===== src/rtl/dtab_pkg.sv =====
`timescale 1ns/1ps
// Shared constants and state types for the descriptor table controller.
package dtab_pkg;
    // Register word indexes (byte offset / 4)
    localparam int unsigned IDX_CTRL  = 0;
    localparam int unsigned IDX_STAT  = 1;
    localparam int unsigned IDX_HB_LO = 2;
    localparam int unsigned IDX_HB_HI = 3;
    localparam int unsigned IDX_LAST  = 4;
    localparam int unsigned IDX_LB_LO = 5;
    localparam int unsigned IDX_LB_HI = 6;

    // Bit positions that software and the mover decode
    localparam int unsigned CTL_START  = 8;
    localparam int unsigned CTL_IRQ_EN = 9;

    typedef enum logic [1:0] {F_IDLE, F_REQ, F_WAIT, F_PUSH} fetch_state_e;
    typedef enum logic [1:0] {T_IDLE, T_RUN, T_WB} track_state_e;
endpackage


===== src/rtl/dtab_regs.sv =====
`timescale 1ns/1ps
// Register slave. Holds table bases, last index, count and interrupt enable,
// and emits a one-cycle go pulse for a legal start.
// Assumes: AW == 2*DW, ID_W + 2 <= DW; writes are blocked while the engine is busy.
module dtab_regs
    import dtab_pkg::*;
#(
    parameter int DW     = 32,
    parameter int ID_W   = 8,
    parameter int AW     = 64,
    parameter int CSR_AW = 5
) (
    input  logic              clk,
    input  logic              rst_n,
    input  logic              csr_wr,
    input  logic              csr_rd,
    input  logic [CSR_AW-1:0] csr_addr,
    input  logic [DW-1:0]     csr_wdata,
    output logic [DW-1:0]     csr_rdata,
    input  logic              eng_busy,
    input  logic [ID_W-1:0]   cur_id,
    input  logic              done_flag,
    output logic              go,
    output logic              irq_en,
    output logic [ID_W-1:0]   last_idx,
    output logic [AW-1:0]     host_base,
    output logic [AW-1:0]     local_base
);
    localparam int WSEL_W = CSR_AW - 2;
    localparam int NBASE  = 4;

    // Maps base slot 0..3 to its register word index
    function automatic int unsigned slot_reg(input int s);
        return (s < 2) ? IDX_HB_LO + s : IDX_LB_LO + s - 2;
    endfunction

    logic [WSEL_W-1:0] wsel;
    logic              aligned;
    logic              wr_ok;
    logic              busy_all;
    logic [ID_W-1:0]   desc_cnt;
    logic [ID_W-1:0]   wr_cnt;
    logic [DW-1:0]     base_q [NBASE];
    logic [DW-1:0]     rd_mux;

    assign wsel     = csr_addr[CSR_AW-1:2];
    assign aligned  = (csr_addr[1:0] == 2'b00);
    assign busy_all = eng_busy | go;
    assign wr_ok    = csr_wr & aligned & ~busy_all;
    assign wr_cnt   = csr_wdata[ID_W-1:0];

    // Base address halves, one register per slot
    for (genvar s = 0; s < NBASE; s++) begin : g_base
        always_ff @(posedge clk) begin
            if (!rst_n)
                base_q[s] <= '0;
            else if (wr_ok && wsel == WSEL_W'(slot_reg(s)))
                base_q[s] <= csr_wdata;
        end
    end

    assign host_base  = {base_q[1], base_q[0]};
    assign local_base = {base_q[3], base_q[2]};

    // Control fields and gated, self-clearing start
    always_ff @(posedge clk) begin
        if (!rst_n) begin
            desc_cnt <= '0;
            irq_en   <= 1'b0;
            go       <= 1'b0;
        end else begin
            go <= 1'b0;
            if (wr_ok && wsel == WSEL_W'(IDX_CTRL)) begin
                desc_cnt <= wr_cnt;
                irq_en   <= csr_wdata[CTL_IRQ_EN];
                go       <= csr_wdata[CTL_START] && (wr_cnt != '0) &&
                            (last_idx == wr_cnt - 1'b1);
            end
        end
    end

    // Last index register
    always_ff @(posedge clk) begin
        if (!rst_n)
            last_idx <= '0;
        else if (wr_ok && wsel == WSEL_W'(IDX_LAST))
            last_idx <= wr_cnt;
    end

    // Read multiplexer
    always_comb begin
        rd_mux = '0;
        if (aligned) begin
            case (wsel)
                WSEL_W'(IDX_CTRL):  rd_mux = {{(DW-ID_W-2){1'b0}}, irq_en, 1'b0, desc_cnt};
                WSEL_W'(IDX_STAT):  rd_mux = {{(DW-ID_W-2){1'b0}}, busy_all, done_flag, cur_id};
                WSEL_W'(IDX_HB_LO): rd_mux = base_q[0];
                WSEL_W'(IDX_HB_HI): rd_mux = base_q[1];
                WSEL_W'(IDX_LAST):  rd_mux = {{(DW-ID_W){1'b0}}, last_idx};
                WSEL_W'(IDX_LB_LO): rd_mux = base_q[2];
                WSEL_W'(IDX_LB_HI): rd_mux = base_q[3];
                default:            rd_mux = '0;
            endcase
        end
    end

    // Registered read data
    always_ff @(posedge clk) begin
        if (!rst_n)
            csr_rdata <= '0;
        else if (csr_rd)
            csr_rdata <= rd_mux;
    end
endmodule


===== src/rtl/dtab_fetch.sv =====
`timescale 1ns/1ps
// Entry fetcher. Reads each table entry one dword at a time, assembles it,
// stamps the ID into the top byte and offers it on the descriptor stream.
// Assumes: table entries keep the top ID_W bits of their last dword at zero.
module dtab_fetch
    import dtab_pkg::*;
#(
    parameter int DW       = 32,
    parameter int ID_W     = 8,
    parameter int AW       = 64,
    parameter int DESC_DW  = 5,
    parameter int STRIDE_B = 32
) (
    input  logic                  clk,
    input  logic                  rst_n,
    input  logic                  go,
    input  logic [ID_W-1:0]       last_idx,
    input  logic [AW-1:0]         local_base,
    output logic                  mrd_req,
    output logic [AW-1:0]         mrd_addr,
    input  logic                  mrd_gnt,
    input  logic                  mrd_rvalid,
    input  logic [DW-1:0]         mrd_rdata,
    output logic                  desc_valid,
    input  logic                  desc_ready,
    output logic [DW*DESC_DW-1:0] desc_data,
    output logic [ID_W-1:0]       cur_id,
    output logic                  busy
);
    localparam int WORD_W    = $clog2(DESC_DW);
    localparam int STRIDE_SH = $clog2(STRIDE_B);
    localparam int BYTE_SH   = $clog2(DW / 8);

    fetch_state_e      st;
    logic [ID_W-1:0]   idx;
    logic [WORD_W-1:0] wsel;
    logic              last_word;
    logic [AW-1:0]     entry_off;
    logic [AW-1:0]     word_off;

    assign last_word = (wsel == WORD_W'(DESC_DW - 1));
    assign entry_off = (AW'(idx) + AW'(1)) << STRIDE_SH;
    assign word_off  = AW'(wsel) << BYTE_SH;

    // Fetch sequencing: request, wait for data, push entry
    always_ff @(posedge clk) begin
        if (!rst_n) begin
            st   <= F_IDLE;
            idx  <= '0;
            wsel <= '0;
        end else begin
            case (st)
                F_IDLE: if (go) begin
                    idx  <= '0;
                    wsel <= '0;
                    st   <= F_REQ;
                end
                F_REQ: if (mrd_gnt) st <= F_WAIT;
                F_WAIT: if (mrd_rvalid) begin
                    if (last_word) begin
                        wsel <= '0;
                        st   <= F_PUSH;
                    end else begin
                        wsel <= wsel + 1'b1;
                        st   <= F_REQ;
                    end
                end
                F_PUSH: if (desc_ready) begin
                    if (idx == last_idx) begin
                        st <= F_IDLE;
                    end else begin
                        idx <= idx + 1'b1;
                        st  <= F_REQ;
                    end
                end
                default: st <= F_IDLE;
            endcase
        end
    end

    // Entry assembly buffer, one register per dword
    for (genvar g = 0; g < DESC_DW; g++) begin : g_word
        logic [DW-1:0] keep;
        always_ff @(posedge clk) begin
            if (!rst_n)
                keep <= '0;
            else if (st == F_WAIT && mrd_rvalid && wsel == WORD_W'(g))
                keep <= mrd_rdata;
        end
        if (g == DESC_DW - 1) begin : g_ctl
            assign desc_data[g*DW +: DW] = keep | {idx, {(DW-ID_W){1'b0}}};
        end else begin : g_dat
            assign desc_data[g*DW +: DW] = keep;
        end
    end

    assign mrd_req    = (st == F_REQ);
    assign mrd_addr   = local_base + entry_off + word_off;
    assign desc_valid = (st == F_PUSH);
    assign cur_id     = idx;
    assign busy       = (st != F_IDLE);
endmodule


===== src/rtl/dtab_track.sv =====
`timescale 1ns/1ps
// Completion tracker. Counts status words in ID order, writes the last ID
// into the host table header and pulses the interrupt request.
// Assumes: last_idx and irq_en stay constant while busy.
module dtab_track
    import dtab_pkg::*;
#(
    parameter int DW   = 32,
    parameter int ID_W = 8,
    parameter int AW   = 64
) (
    input  logic            clk,
    input  logic            rst_n,
    input  logic            go,
    input  logic [ID_W-1:0] last_idx,
    input  logic [AW-1:0]   host_base,
    input  logic            irq_en,
    input  logic            sts_valid,
    input  logic [ID_W:0]   sts_word,
    output logic            mwr_req,
    output logic [AW-1:0]   mwr_addr,
    output logic [DW-1:0]   mwr_data,
    input  logic            mwr_ack,
    output logic            irq,
    output logic            busy,
    output logic            done_flag
);
    track_state_e    st;
    logic [ID_W-1:0] exp_id;
    logic            hit;

    assign hit = (st == T_RUN) && sts_valid && sts_word[ID_W] &&
                 (sts_word[ID_W-1:0] == exp_id);

    // Run sequencing: wait completions, write back, finish
    always_ff @(posedge clk) begin
        if (!rst_n) begin
            st        <= T_IDLE;
            exp_id    <= '0;
            done_flag <= 1'b0;
            irq       <= 1'b0;
        end else begin
            irq <= 1'b0;
            case (st)
                T_IDLE: if (go) begin
                    exp_id    <= '0;
                    done_flag <= 1'b0;
                    st        <= T_RUN;
                end
                T_RUN: if (hit) begin
                    done_flag <= 1'b1;
                    if (exp_id == last_idx) st <= T_WB;
                    else                    exp_id <= exp_id + 1'b1;
                end
                T_WB: if (mwr_ack) begin
                    irq <= irq_en;
                    st  <= T_IDLE;
                end
                default: st <= T_IDLE;
            endcase
        end
    end

    assign mwr_req  = (st == T_WB);
    assign mwr_addr = host_base;
    assign mwr_data = {{(DW-ID_W){1'b0}}, last_idx};
    assign busy     = (st != T_IDLE);
endmodule


===== src/rtl/dtab_ctrl.sv =====
`timescale 1ns/1ps
// Descriptor table controller top: register slave, entry fetcher and
// completion tracker for one DMA direction.
// Assumes: a single clock domain and a table laid out at a fixed stride.
module dtab_ctrl #(
    parameter int DW       = 32,
    parameter int ID_W     = 8,
    parameter int AW       = 64,
    parameter int CSR_AW   = 5,
    parameter int DESC_DW  = 5,
    parameter int STRIDE_B = 32
) (
    input  logic                  clk,
    input  logic                  rst_n,
    input  logic                  csr_wr,
    input  logic                  csr_rd,
    input  logic [CSR_AW-1:0]     csr_addr,
    input  logic [DW-1:0]         csr_wdata,
    output logic [DW-1:0]         csr_rdata,
    output logic                  mrd_req,
    output logic [AW-1:0]         mrd_addr,
    input  logic                  mrd_gnt,
    input  logic                  mrd_rvalid,
    input  logic [DW-1:0]         mrd_rdata,
    output logic                  desc_valid,
    input  logic                  desc_ready,
    output logic [DW*DESC_DW-1:0] desc_data,
    input  logic                  sts_valid,
    input  logic [ID_W:0]         sts_word,
    output logic                  mwr_req,
    output logic [AW-1:0]         mwr_addr,
    output logic [DW-1:0]         mwr_data,
    input  logic                  mwr_ack,
    output logic                  irq
);
    logic            go;
    logic            irq_en;
    logic [ID_W-1:0] last_idx;
    logic [AW-1:0]   host_base;
    logic [AW-1:0]   local_base;
    logic [ID_W-1:0] cur_id;
    logic            done_flag;
    logic            fetch_busy;
    logic            track_busy;
    logic            eng_busy;

    assign eng_busy = fetch_busy | track_busy;

    dtab_regs #(.DW(DW), .ID_W(ID_W), .AW(AW), .CSR_AW(CSR_AW)) u_regs (
        .clk(clk), .rst_n(rst_n),
        .csr_wr(csr_wr), .csr_rd(csr_rd), .csr_addr(csr_addr),
        .csr_wdata(csr_wdata), .csr_rdata(csr_rdata),
        .eng_busy(eng_busy), .cur_id(cur_id), .done_flag(done_flag),
        .go(go), .irq_en(irq_en), .last_idx(last_idx),
        .host_base(host_base), .local_base(local_base)
    );

    dtab_fetch #(.DW(DW), .ID_W(ID_W), .AW(AW), .DESC_DW(DESC_DW), .STRIDE_B(STRIDE_B)) u_fetch (
        .clk(clk), .rst_n(rst_n), .go(go), .last_idx(last_idx), .local_base(local_base),
        .mrd_req(mrd_req), .mrd_addr(mrd_addr), .mrd_gnt(mrd_gnt),
        .mrd_rvalid(mrd_rvalid), .mrd_rdata(mrd_rdata),
        .desc_valid(desc_valid), .desc_ready(desc_ready), .desc_data(desc_data),
        .cur_id(cur_id), .busy(fetch_busy)
    );

    dtab_track #(.DW(DW), .ID_W(ID_W), .AW(AW)) u_track (
        .clk(clk), .rst_n(rst_n), .go(go), .last_idx(last_idx), .host_base(host_base),
        .irq_en(irq_en), .sts_valid(sts_valid), .sts_word(sts_word),
        .mwr_req(mwr_req), .mwr_addr(mwr_addr), .mwr_data(mwr_data), .mwr_ack(mwr_ack),
        .irq(irq), .busy(track_busy), .done_flag(done_flag)
    );
endmodule


===== config.mk =====
export PLATFORM = sky130hd
export DESIGN_NAME = dtab_ctrl
export DESIGN_NICKNAME = d
export VERILOG_FILES = /design/src/rtl/dtab_pkg.sv /design/src/rtl/dtab_regs.sv /design/src/rtl/dtab_fetch.sv /design/src/rtl/dtab_track.sv /design/src/rtl/dtab_ctrl.sv
export SDC_FILE = /design/constraint.sdc
export NUM_CORES = 1
export LEC_CHECK = 0
export CAP_MARGIN = 15
export CORE_ASPECT_RATIO = 0.75
export CORE_MARGIN = 2
export CORE_UTILIZATION = 47
export CTS_BUF_LIST = sky130_fd_sc_hd__clkbuf_2
export CTS_CLUSTER_DIAMETER = 30
export DETAILED_ROUTE_END_ITERATION = 16
export PLACE_DENSITY_LB_ADDON = 0.25
export SYNTH_ARGS = -nofsm -noshare
export SYNTH_HDL_FRONTEND = slang
export SYNTH_HIERARCHICAL = 1
export SYNTH_SLANG_ARGS = --single-unit

===== constraint.sdc =====
create_clock -name clk -period 4.15 [get_ports clk]
set_input_delay 0.415 -clock clk [delete_from_list [all_inputs] [get_ports clk]]
set_output_delay 0.415 -clock clk [all_outputs]
set_load 0.1 [all_outputs]

Yosys cells after proc, flatten, opt, wreduce, memory -nomap -nowiden
Memory sizes are Yosys's and may differ from the RTL's. Cells that the tools add are included.

Add/sub/neg operators: 7. $mul: 0. Div/mod/pow operators: 0. $lt $le $gt $ge: 0. Equality and inequality tests: 29. Shifts and indexed selects: 0. Multiplexer cells: 44. Bitwise logic cells: 10. Reduce and logical (&&, ||, !) cells: 36.

Operator list (count): 32-bit case mux with 7 select lines (1); 32-bit 2-to-1 mux (5); 64-bit by 5-bit adder with 64-bit output (1); 64-bit adder (1); 8-bit 2-to-1 mux (5); 8-bit equality test (4); 32-bit bitwise OR (1); 8-bit case mux with 2 select lines (2); 1-bit logical AND (17); 8-bit by 1-bit adder with 8-bit output, second input constant (2); 1-bit 2-to-1 mux (16); 2-bit 2-to-1 mux (8); 4-bit AND reduction (4); 3-bit by 2-bit equality test with 1-bit output, second input constant (4); 3-bit equality test, second input constant (4); 2-bit inequality test, second input constant (6); 2-bit nonzero test (5); 8-bit by 1-bit adder with 9-bit output, second input constant (1); 3-bit 2-to-1 mux (3); 3-bit AND reduction (3); 2-bit by 1-bit inequality test with 1-bit output, second input constant (4); 2-bit case mux with 4 select lines (1); 8-bit nonzero test (1); 8-bit by 1-bit subtractor with 8-bit output, second input constant (1); 13 further kinds (26).

Register bits after elaboration: 235. Bits in latches: 0. Bits in writable memories: 128. ROM bits: 0. Input bits: 87. Logic and storage cells: 144. Memories: 1.

Memories: u_regs.base_q (words 4, width 32, rd ports 4, clocked after memory_dff 0, wr ports 4, RTL line dtab_regs.sv:43) `logic [DW-1:0] base_q [NBASE];`.

Depth between registers and ports, before layout
Gate-level depths: netlist (run 1).

Depth after elaboration: 10. Gate-level depth with buffers: 12. Gate-level depth less buffers: 11.

Hierarchy
The synthesis (run 1) kept the hierarchy.

By module, submodules not included: dtab_fetch (instances 1, cells an instance 1079, area an instance 8698.3 um2); dtab_regs (instances 1, cells an instance 659, area an instance 7898.8 um2); dtab_track (instances 1, cells an instance 191, area an instance 1589.0 um2); dtab_ctrl (instances 1, cells an instance 1, area an instance 6.3 um2).

Worst setup path after synthesis (run 1)
OpenSTA, ideal clock, no wires.

Path type: reg2out. Start: reg u_fetch.idx[0] (netlist: u_fetch/cur_id[0]). End: out mrd_addr[40]. Arrival: 4155 ps. Path slack: -420 ps. Cell stages (with the launch flop): 12. Buffers on the path: 0. Cell sequence: dfxtp_1 > ha_1 > and3_1 > and3_1 > xor2_1 > ha_1 > nand2_1 > o211ai_1 > a21o_1 > nand4_2 > or4_1 > xnor2_1.

Cells in the longest elaborated chain, start to end: 3.

Ends and longest elaborated chain: start: declaration (RTL line dtab_fetch.sv:35) `logic [ID_W-1:0] idx;`; start signal: assignment (RTL line dtab_fetch.sv:72) `idx <= idx + 1'b1;`; 8-bit by 1-bit adder with 9-bit output (RTL line dtab_fetch.sv:42) `assign entry_off = (AW'(idx) + AW'(1)) << STRIDE_SH;`; 64-bit adder (RTL line dtab_fetch.sv:98) `assign mrd_addr = local_base + entry_off + word_off;`; 64-bit by 5-bit adder with 64-bit output (RTL line dtab_fetch.sv:98); end: declaration (RTL line dtab_ctrl.sv:21) `output logic [AW-1:0] mrd_addr,`.

Every way passes these cells.

Worst setup path in the final report (run 1)
Start: reg u_fetch.idx[1] (netlist: u_fetch/cur_id[1]). End: out mrd_addr[42].

The elaborated chain is that of the path after synthesis.

==> results.py, run 1 <==
metrics = {
    "route": {
        "drtPass1Iterations": 5,
        "routed-wl-met2_um": 29100,
        "vias": 16100,
        "dr_wl_met3_um": 5470,
        "drt_first_iter_violations": 1476,
        "maxUsedRoutingLayer": "met4",
        "wl_per_cell_um": 21.8,
        "postRouteAntennaNets": 0,
        "routed_wl_um": 63600,
        "wl_met1_um": 26000,
        "via_per_inst": 5.52,
        "drc": 0,
    },
    "synthesis": {
        "yosys_warnings": 6,
        "synth_edf_count": 128,
        "synth_xor_area_share_pct": 4.77,
        "syn_inst": 1930,
        "synth_adder_area_share_pct": 1.49,
        "syn_avg_cell_area_um2": 9.43,
        "synth_area_mm2": 0.0182,
        "ys_ff_latch": 363,
        "muxShareOfSynthArea_pct": 1.91,
        "seq_area_frac_synth_pct": 47.0,
        "synth_compound_area_share_pct": 15.9,
        "synth_top_family_by_area": "simple AND/OR/NAND/NOR gates",
        "async_flop_share_pct": 0,
        "ys_types": 77,
        "synth_flop_cell": "dfxtp_1",
        "synthSimpleGateAreaFrac_pct": 20.5,
    },
    "sta": {
        "slew_violations": 0,
        "finalCritPeriodShare_pct": 107,
        "timing.fmax_mhz": 226,
        "layout_setup_ws_ns": -0.284,
        "period_needed_ns": 4.43,
        "fin_skew_ns": 0.0997,
        "worstMarginPinSlew_ns": 1.11,
        "relSlewSlack_pct": 25.6,
        "fin_tns_setup_ns": -5.98,
        "hold_viol_final": 0,
        "setup_violations": 48,
        "rsz0062_at_grt": "yes",
    },
    "outcome": {
        "status": "finished with violations",
        "violations": "setup timing",
    },
    "hold_path": {
        "hold_class": "in -> reg",
        "min_path_cells": 3,
        "min_from": "mrd_rdata[25]",
        "min_to": "u_fetch/g_word[2].keep[25]$_SDFFE_PN0P_",
    },
    "critical_path": {
        "reg2reg_depth": 7,
        "crit_slowest_cell": "dfxtp_4",
        "path_buf_inv": 3,
        "arrival_ns": 4.02,
        "cp_max_fo": 6,
        "cp-end-kind": "output port",
        "cp_top_family": "simple AND/OR/NAND/NOR gates",
        "required_ns": 3.73,
        "max_stage_delay_ns": 0.37,
        "r2r_slack_ns": 1.19,
        "cpMostUsedCell": "buf_12",
        "crit_path_cell_trace": "ha_4, and3_4, and3_4, xor2_2, ha_4, nand2_2, o211ai_1, a21o_1, nand4_4, buf_12, buf_12, nor4_4, xor2_2, buf_12",
        "r2r_start": "u_fetch/st[1]$_SDFFE_PN0P_",
        "r2r_end": "u_regs/base_q[2][11]$_SDFFCE_PN0P_",
        "cp-start-kind": "flip-flop",
        "critPathKind": "reg -> out",
    },
    "clocking": {
        "clk_path_buf_depth": 3,
        "cts_root_buffer": "clkbuf_2",
        "clkTransAtPathRegs_ns": 0.11,
        "cts_tree": "built",
        "htree_levels": 3,
        "clock-sinks": 363,
        "cts_buffers": 96,
        "insertion_delay_ns": 1.01,
    },
    "layout": {
        "nets": 2438,
        "drive_gt1_share_pct": 19.8,
        "final_cell_mix": "nand2_1, clkdlybuf4s50_1, dfxtp_1, a21boi_0, clkbuf_2",
        "final_cells": 2918,
        "area_delta_synth_final_pct": 38.3,
        "mostFrequentLayoutCell": "nand2_1",
    },
    "global_route": {
        "grt_pass1_vias": 15600,
        "grt_usage_pct": 30.4,
        "overflow": 0,
        "grt_pass1_wl_um": 93800,
        "antenna_found_initial": 3,
        "grt_max_degree": 128,
    },
    "floorplan": {
        "core_mm2": 0.0382,
        "dieWidth_um": 231,
        "initial_core_util_pct": 47.6,
        "die_height_um": 174,
        "ios": 443,
        "die_area_mm2": 0.0403,
        "rows": 62,
    },
    "placement": {
        "port_buffers": 418,
        "post-place-cells": 2683,
        "pre_cts_ws_ns": 0.250,
        "gp_congestion": 0.900,
        "hpwlAfterDp_um": 43600,
    },
    "flow_run": {
        "maxCapViolations": 0,
    },
    "power_and_ir_drop": {
        "power.density_mw_per_mm2": 311,
        "peakVddDrop_v": 0.000248,
        "leakage_nw": 9.63,
    },
}
## state kept, by name, summed over array words and instances (netlist names), 2 cells and up
name	cells
u_fetch/wsel	3
u_track/st	2
u_regs/last_idx	8
u_fetch/st	2
u_regs/desc_cnt	8
u_track/exp_id	8
u_fetch/cur_id	8
u_regs/base_q	128
u_regs/csr_rdata	32
u_fetch/g_word.keep	160
## synth_stat cells, drive strengths merged, types with 5 or more instances
cell	instances	share of area [%]
a31oi	8	0.28
nor3	24	0.72
and3	27	0.97
nor2	65	1.4
and4	7	0.35
o211ai	7	0.29
nor4	11	0.78
xor2	46	2.2
o21ai	38	1.1
o22a	6	0.29
nand3	26	0.74
edfxtp	128	21
dfxtp	235	26
a22oi	55	2.3
a211oi	5	0.26
clkbuf	73	1.5
nor2b	16	0.55
xnor2	53	2.6
a21boi	163	6.7
ha	20	1.4
a21o	33	1.4
nand4	18	0.69
o2111ai	6	0.29
or2	12	0.41
a22o	10	0.48
o21a	6	0.29
a21oi	45	1.3
and2	128	4.4
nand2	378	7.8
nand2b	28	0.96
inv	21	0.43
mux2i	29	1.6
buf	164	6.4
## area by class of cell
type	instances	area, µm²
Fill cell	3006	13100
Multi-Input combinational cell	1334	9290
Sequential cell	363	8560
Timing Repair Buffer	514	5570
Clock buffer	136	681
Tap cell	512	641
Clock inverter	35	339
Inverter	21	78.8
Antenna cell	3	7.51
## layer usage
layer / global-route usage [%] / vias to the layer above
li1: - / 7342
met1: 39.5 / 7714
met2: 47.4 / 876
met3: 7.27 / 174
met4: 15.3 / 0
met5: 0 / -
## timing repair
| action | in CTS | in global routing |
|---|---|---|
| endpoints found under the hold margin | 51 | 0 |
| resized for setup | 121 | 22 |
| setup endpoints to repair | 53 | 53 |
| pin swaps | 38 | 37 |
| hold buffers | 2 | 0 |
| setup buffers | 38 | 22 |
| gates cloned | 2 | 0 |
## per-stage QoR
stage                     power [mW]  instance area (µm²)  hold slack (ns)  utilization, %
after detailed placement        4.98                22800            0.446            59.7
after floorplan                 4.64                18600            0.438               -
after global routing            8.12                25200          0.00153            65.8
after global placement          4.98                22800            0.441            59.7
final                           7.82                25200            0.110            65.8
after CTS                       7.86                24900          0.00132            65.0
## power breakdown
part           switching [mW]  leakage (nW)  internal [mW]
logic                   0.808          5.68          0.331
clock network            1.54         0.735           1.33
registers              0.0778          3.21           3.73
## worst max-delay path by stage
stage	end	depth (start not counted)	slack (ns)	start
6_report	mrd_addr[42]	14	-0.28	u_fetch/cur_id[1]$_SDFFE_PN0P_
5_1_grt	mrd_addr[42]	14	-0.52	u_fetch/cur_id[1]$_SDFFE_PN0P_
4_1_cts	mrd_addr[40]	12	-0.39	u_fetch/cur_id[1]$_SDFFE_PN0P_
3_5_place_dp	mrd_addr[60]	12	0.25	u_fetch/cur_id[1]$_SDFFE_PN0P_
3_3_place_gp	mrd_addr[40]	12	0.39	u_fetch/cur_id[1]$_SDFFE_PN0P_
2_1_floorplan	mrd_addr[28]	10	0.0005	u_fetch/cur_id[0]$_SDFFE_PN0P_
## kinds of logic (layout without fill, tap and decap cells)
kind of cell / count (synthesis) / count (layout)
multiplexers: 33 / 33
AO/OA/AOI/OAI: 401 / 403
other: 1 / 27
AND/OR/NAND/NOR: 754 / 754
buffers and inverters: 258 / 706
flip-flops: 363 / 363
XOR/XNOR: 99 / 99
adder cells (fa/ha/maj): 21 / 21
## worst register-to-register path: cells and delay by family (launching register included)
family | cells | cell delay [ns]
AOI/OAI and AO/OA | 1 | 0.57
buffers and inverters | 2 | 0.38
DFF | 1 | 0.47
and+or+nand+nor | 4 | 1.16
Power figures use the tool's default switching activity.
==> run 2, diff against run 1 <==
--- a/config.mk
+++ b/config.mk
@@ -8,7 +8,7 @@
 export CAP_MARGIN = 15
 export CORE_ASPECT_RATIO = 0.75
 export CORE_MARGIN = 2
-export CORE_UTILIZATION = 47
+export CORE_UTILIZATION = 45
 export CTS_BUF_LIST = sky130_fd_sc_hd__clkbuf_2
 export CTS_CLUSTER_DIAMETER = 30
 export DETAILED_ROUTE_END_ITERATION = 16
==> run 2 against run 1 <==
  * Setup slack lost 0.083 ns
  * Critical path type unchanged
  * Critical path depth unchanged
  * Via count is essentially flat
  * Utilization down 2.7 points
  * Sequential share of layout area is 0.13 points higher
  * Global-route usage down 1.7 points
  * Routed wire length is 0.38% lower
  * The run still ends with setup timing left
  * Cell count up 0.34%
  * Power shrank 3.6%
  * Non-clock buffer count rose by 1
==> results.py, run 2 (same netlist as run 1, synthesis figures left out) <==
metrics = {
    "clocking": {
        "cts_root_buffer": "clkbuf_2",
        "clk_path_buf_depth": 3,
        "cts_buffers": 94,
        "insertion_delay_ns": 1.04,
        "clock-sinks": 363,
        "cts_tree": "built",
        "htree_levels": 3,
        "clkTransAtPathRegs_ns": 0.11,
    },
    "floorplan": {
        "rows": 63,
        "die_area_mm2": 0.0421,
        "core_mm2": 0.0397,
        "dieWidth_um": 236,
        "ios": 443,
        "die_height_um": 178,
        "initial_core_util_pct": 45.8,
    },
    "power_and_ir_drop": {
        "leakage_nw": 9.59,
        "internal-power_mw": 5.11,
        "p_clk_share_pct": 34.3,
        "pwr-share-comb_pct": 15.2,
        "power_switching_mw": 2.42,
        "swShare_pct": 32.1,
        "power.density_mw_per_mm2": 300,
        "p_seq_share_pct": 50.5,
        "peakVddDrop_v": 0.000178,
    },
    "route": {
        "routed_wl_um": 63300,
        "drtPass1Iterations": 5,
        "wl_per_cell_um": 21.6,
        "drc": 0,
        "postRouteAntennaNets": 0,
        "vias": 16100,
        "via_per_inst": 5.50,
        "drt_first_iter_violations": 1430,
    },
    "placement": {
        "post-place-cells": 2690,
        "port_buffers": 418,
        "gp_congestion": 0.937,
        "pre_cts_ws_ns": 0.321,
        "hpwlAfterDp_um": 44600,
    },
    "critical_path": {
        "required_ns": 3.73,
        "max_stage_delay_ns": 0.39,
        "crit_slowest_cell": "ha_1",
        "cp-end-kind": "output port",
        "crit_path_cell_trace": "ha_4, and3_4, and3_4, xor2_1, ha_1, nand2_2, o211ai_1, buf_4, a21oi_4, nor4_4, buf_6, nor4b_4, xor2_2, buf_12",
        "path_buf_inv": 3,
        "critPathKind": "reg -> out",
        "cp_top_family": "simple AND/OR/NAND/NOR gates",
        "cp-start-kind": "flip-flop",
        "arrival_ns": 4.10,
        "cp_max_fo": 7,
        "cpMostUsedCell": "and3_4",
        "crit_cells": 14,
        "reg2reg_depth": 10,
    },
    "sta": {
        "period_needed_ns": 4.52,
        "relSlewSlack_pct": 17.3,
        "finalCritPeriodShare_pct": 109,
        "rsz0062_at_grt": "yes",
        "fin_skew_ns": 0.0882,
        "hold_viol_final": 0,
        "setup_violations": 48,
        "worstMarginPinSlew_ns": 1.24,
        "layout_setup_ws_ns": -0.366,
        "timing.fmax_mhz": 221,
        "slew_violations": 0,
    },
    "outcome": {
        "status": "finished with violations",
        "violations": "setup timing",
    },
    "layout": {
        "final_cells": 2928,
        "area_delta_synth_final_pct": 37.8,
        "drive_gt1_share_pct": 19.8,
        "regMostFlops": "u_fetch/g_word.keep",
        "largest_reg_flops": 160,
        "top_regs": "u_fetch/g_word.keep (160), u_regs/base_q (128), u_regs/csr_rdata (32)",
        "nets": 2436,
        "final_cell_mix": "nand2_1, clkdlybuf4s50_1, dfxtp_1, a21boi_0, clkbuf_2",
        "mostFrequentLayoutCell": "nand2_1",
    },
    "global_route": {
        "grt_pass1_vias": 15300,
        "grt_usage_pct": 28.7,
        "gr-usage-met2_pct": 45.8,
        "grt_max_degree": 84,
        "met3_usage_pct": 6.05,
        "use_met1_pct": 37.8,
        "grt_pass1_wl_um": 92500,
        "busiest_layer": "met2",
        "overflow": 0,
        "antenna_found_initial": 4,
    },
    "hold_path": {
        "hold_class": "in -> reg",
        "min_path_cells": 3,
    },
    "flow_run": {
        "maxCapViolations": 0,
    },
}
## run 2: power by group through the flow
stage          Clock [mW]  Sequential [mW]  Combinational, mW
2_1_floorplan           0             3.88              0.757
3_3_place_gp            0             3.88               1.10
3_5_place_dp            0             3.88               1.10
4_1_cts              2.65             3.80               1.12
5_1_grt              2.82             3.81               1.17
6_report             2.58             3.81               1.14
## run 2: layout make-up
class,instances,area [µm²]
fill,3229,14700
antenna,5,12.5
sequential,363,8560
clock buffer,131,656
timing repair buffer,515,5590
tap,520,651
multi-input combinational,1333,9280
inverter,21,78.8
clock inverter,40,253
## run 2: final timing paths
| kind | slack (ns) | to | startpoint |
|---|---|---|---|
| hold reg to reg | 0.47 | u_fetch/g_word[1].keep[28]$_SDFFE_PN0P_ | u_fetch/g_word[1].keep[28]$_SDFFE_PN0P_ |
| setup reg to reg | 0.99 | u_regs/base_q[1][23]$_SDFFCE_PN0P_ | u_fetch/st[1]$_SDFFE_PN0P_ |
| hold / removal | 0.11 | u_fetch/g_word[2].keep[31]$_SDFFE_PN0P_ | mrd_rdata[31] |
| setup / recovery | -0.37 | mrd_addr[60] | u_fetch/cur_id[1]$_SDFFE_PN0P_ |
## run 2: timing repair
item                                    CTS  global route
hold buffers                              3             0
setup buffers                            37            27
gates resized for setup                 103            48
pin swaps                                29            43
endpoints found under the hold margin    50             0
cloned                                    1             0
endpoints found under the setup margin   51            52
## run 2: metrics by stage
stage / area (µm²) / setup TNS (ns) / total power, mW / hold slack, ns / util [%]
after floorplan: 18600 / 0 / 4.64 / 0.438 / -
after detailed placement: 22900 / 0 / 4.99 / 0.453 / 57.5
after CTS: 24600 / -11.31 / 7.57 / 0.00478 / 62.0
after global placement: 22900 / 0 / 4.98 / 0.449 / 57.5
after global routing: 25100 / -18.09 / 7.80 / 0.0292 / 63.1
final: 25100 / -8.76 / 7.53 / 0.106 / 63.1
## run 2: per-layer routing
layer,up-vias,share of wire (%)
met5,-,0
met4,0,3.7
met3,139,8.4
met2,846,46
met1,7781,42
li1,7327,-
## run 2: worst reg2reg max path, stage by stage, from the launching register on
cell and delay, ns:
dfxtp_1 0.31, buf_4 0.17, nor2_1 0.19, inv_1 0.11, or2_1 0.22, nor2_1 0.26
and3_1 0.27, nand2_1 0.29, nor2_2 0.71, buf_4 0.35, and2_1 0.15
==> run 3, diff against run 2 <==
==> constraint.sdc (replaced) <==
create_clock -name clk -period 4.73 [get_ports clk]
set_input_delay 0.473 -clock clk [delete_from_list [all_inputs] [get_ports clk]]
set_output_delay 0.473 -clock clk [all_outputs]
set_load 0.1 [all_outputs]
==> run 3 against run 2 <==
  * Largest cell class is now sequential cells
  * Largest power group unchanged
  * Combinational power decreased by 17%
  * Flip-flop and latch count stayed put
  * Power decreased by 16%
  * Global-route usage down 0.92 points
  * Clock power decreased by 19%
  * Cell count decreased by 2.0%
  * Setup slack improved by 0.59 ns
  * Register-to-register slack improved by 0.56 ns
  * Utilization shrank 4.5 points
  * Count of clock-buffer cells in the layout down 2
  * Highest routed layer unchanged
  * Non-clock buffer count decreased by 47
  * The flow now finishes without violations
  * Routed wire length down 3.9%
==> results.py, run 3 (same netlist as run 1, synthesis figures left out) <==
metrics = {
    "floorplan": {
        "ios": 443,
        "dieWidth_um": 236,
        "initial_core_util_pct": 45.8,
        "die_height_um": 178,
        "rows": 63,
        "die_area_mm2": 0.0421,
        "core_mm2": 0.0397,
    },
    "sta": {
        "fin_skew_ns": 0.0773,
        "worstMarginPinSlew_ns": 1.14,
        "period_needed_ns": 4.51,
        "timing.fmax_mhz": 222,
        "relSlewSlack_pct": 24.0,
        "hold_viol_final": 0,
        "setup_violations": 0,
        "slew_violations": 0,
        "fin_tns_setup_ns": 0,
        "finalCritPeriodShare_pct": 95.3,
    },
    "power_and_ir_drop": {
        "leakage_nw": 8.75,
        "power.density_mw_per_mm2": 273,
        "peakVddDrop_v": 0.000161,
    },
    "clocking": {
        "htree_levels": 3,
        "clk_path_buf_depth": 3,
        "clock-sinks": 363,
        "cts_buffers": 92,
        "cts_root_buffer": "clkbuf_2",
        "insertion_delay_ns": 0.97,
        "cts_tree": "built",
        "clkTransAtPathRegs_ns": 0.10,
    },
    "global_route": {
        "antenna_found_initial": 3,
        "overflow": 0,
        "grt_max_degree": 137,
        "grt_usage_pct": 27.8,
        "grt_pass1_wl_um": 89200,
        "grt_pass1_vias": 14600,
    },
    "route": {
        "drt_first_iter_violations": 1259,
        "drtPass1Iterations": 5,
        "vias": 15500,
        "routed_wl_um": 60900,
        "wl_per_cell_um": 21.2,
        "drc": 0,
        "postRouteAntennaNets": 0,
        "via_per_inst": 5.40,
    },
    "layout": {
        "final_cell_mix": "nand2_1, clkdlybuf4s50_1, dfxtp_1, a21boi_0, clkbuf_2",
        "fin_area_mm2": 0.0233,
        "nets": 2386,
        "regMostFlops": "u_fetch/g_word.keep",
        "multi_input_area_mm2": 0.00840,
        "top_regs": "u_fetch/g_word.keep (160), u_regs/base_q (128), u_regs/csr_rdata (32)",
        "area_delta_synth_final_pct": 27.9,
        "largest_reg_flops": 160,
        "seqCellArea_mm2": 0.00856,
        "nFillCells": 3524,
        "drive_gt1_share_pct": 13.6,
        "mostFrequentLayoutCell": "nand2_1",
    },
    "critical_path": {
        "crit_slowest_cell": "dfxtp_4",
        "required_ns": 4.26,
        "cp-end-kind": "output port",
        "max_stage_delay_ns": 0.41,
        "crit_path_cell_trace": "ha_4, and3_4, and3_4, and3_1, ha_4, a21oi_1, o211ai_1, buf_4, a21oi_4, nor4_4, buf_6, buf_4, nand3_1, xnor2_1, bufbuf_16",
        "critPathKind": "reg -> out",
        "cp_max_fo": 7,
        "arrival_ns": 4.03,
        "cp-start-kind": "flip-flop",
    },
    "placement": {
        "hpwlAfterDp_um": 44200,
        "port_buffers": 418,
        "place_area_mm2": 0.0221,
        "gp_congestion": 0.918,
    },
    "hold_path": {
        "hold_class": "in -> reg",
    },
    "outcome": {
        "status": "completed",
    },
    "flow_run": {
        "maxCapViolations": 0,
    },
}
[run 3: worst paths after layout]
check / cells past startpoint / slack, ns / start / endpoint
setup / recovery: 15 / 0.22 / u_fetch/cur_id[0]$_SDFFE_PN0P_ / mrd_addr[54]
hold / removal: 3 / 0.13 / mwr_ack / u_track/irq$_SDFF_PN0_
setup reg to reg: 7 / 1.55 / u_fetch/st[1]$_SDFFE_PN0P_ / u_regs/base_q[1][22]$_SDFFCE_PN0P_
hold reg to reg: 2 / 0.46 / u_regs/csr_rdata[9]$_SDFFE_PN0P_ / u_regs/csr_rdata[9]$_SDFFE_PN0P_
[run 3: cell type report]
type                       count  area share [%]
clock buffer                 129            2.77
sequential                   363            36.8
antenna                        3          0.0323
timing repair buffer         468            20.5
multi-input combinational   1332            36.1
tap                          520            2.80
inverter                      21           0.339
clock inverter                32           0.704
[run 3: per-stage QoR]
step	hold slack (ns)	power [mW]	util (%)	setup WS, ns	instances
5_1_grt	0.0608	6.61	58.6	-0.0298	2867
3_5_place_dp	0.447	4.33	55.7	0.588	2688
3_3_place_gp	0.445	4.33	55.7	0.780	2688
4_1_cts	0.0230	6.41	58.1	0.0203	2858
6_report	0.133	6.36	58.6	0.223	2868
2_1_floorplan	0.438	4.06	-	0.102	1953
[run 3: report_power, final]
part / switching [mW] / internal, mW
clock: 1.29 / 0.794
combinational: 0.693 / 0.250
sequential: 0.0605 / 3.27
total: 2.04 / 4.32
[run 3: metal layers]
metal	vias to the layer above	track usage [%]	part of all wire (%)	wire [µm]
met1	7441	37.1	42	25800
met3	102	5.32	7.8	4760
met2	703	44.4	46	28200
met5	-	0	0	0
li1	7230	-	-	-
met4	0	11.5	3.4	2060
[run 3: critical path: cells and delay by family, from the launching register on]
kind	cells	cell delay (ns)
buf+inv	4	0.77
simple gates	5	0.78
compound gates	3	0.58
xor+xnor	1	0.13
flops	1	0.41
fa+ha+maj	2	0.38
[run 3: repair_timing]
action / in CTS / in global routing
setup endpoints to repair: 34 / 41
hold endpoints to repair: 41 / 0
pin swaps: 5 / 10
gates resized for setup: 19 / 23
setup buffers: 8 / 7
hold buffers: 1 / 0
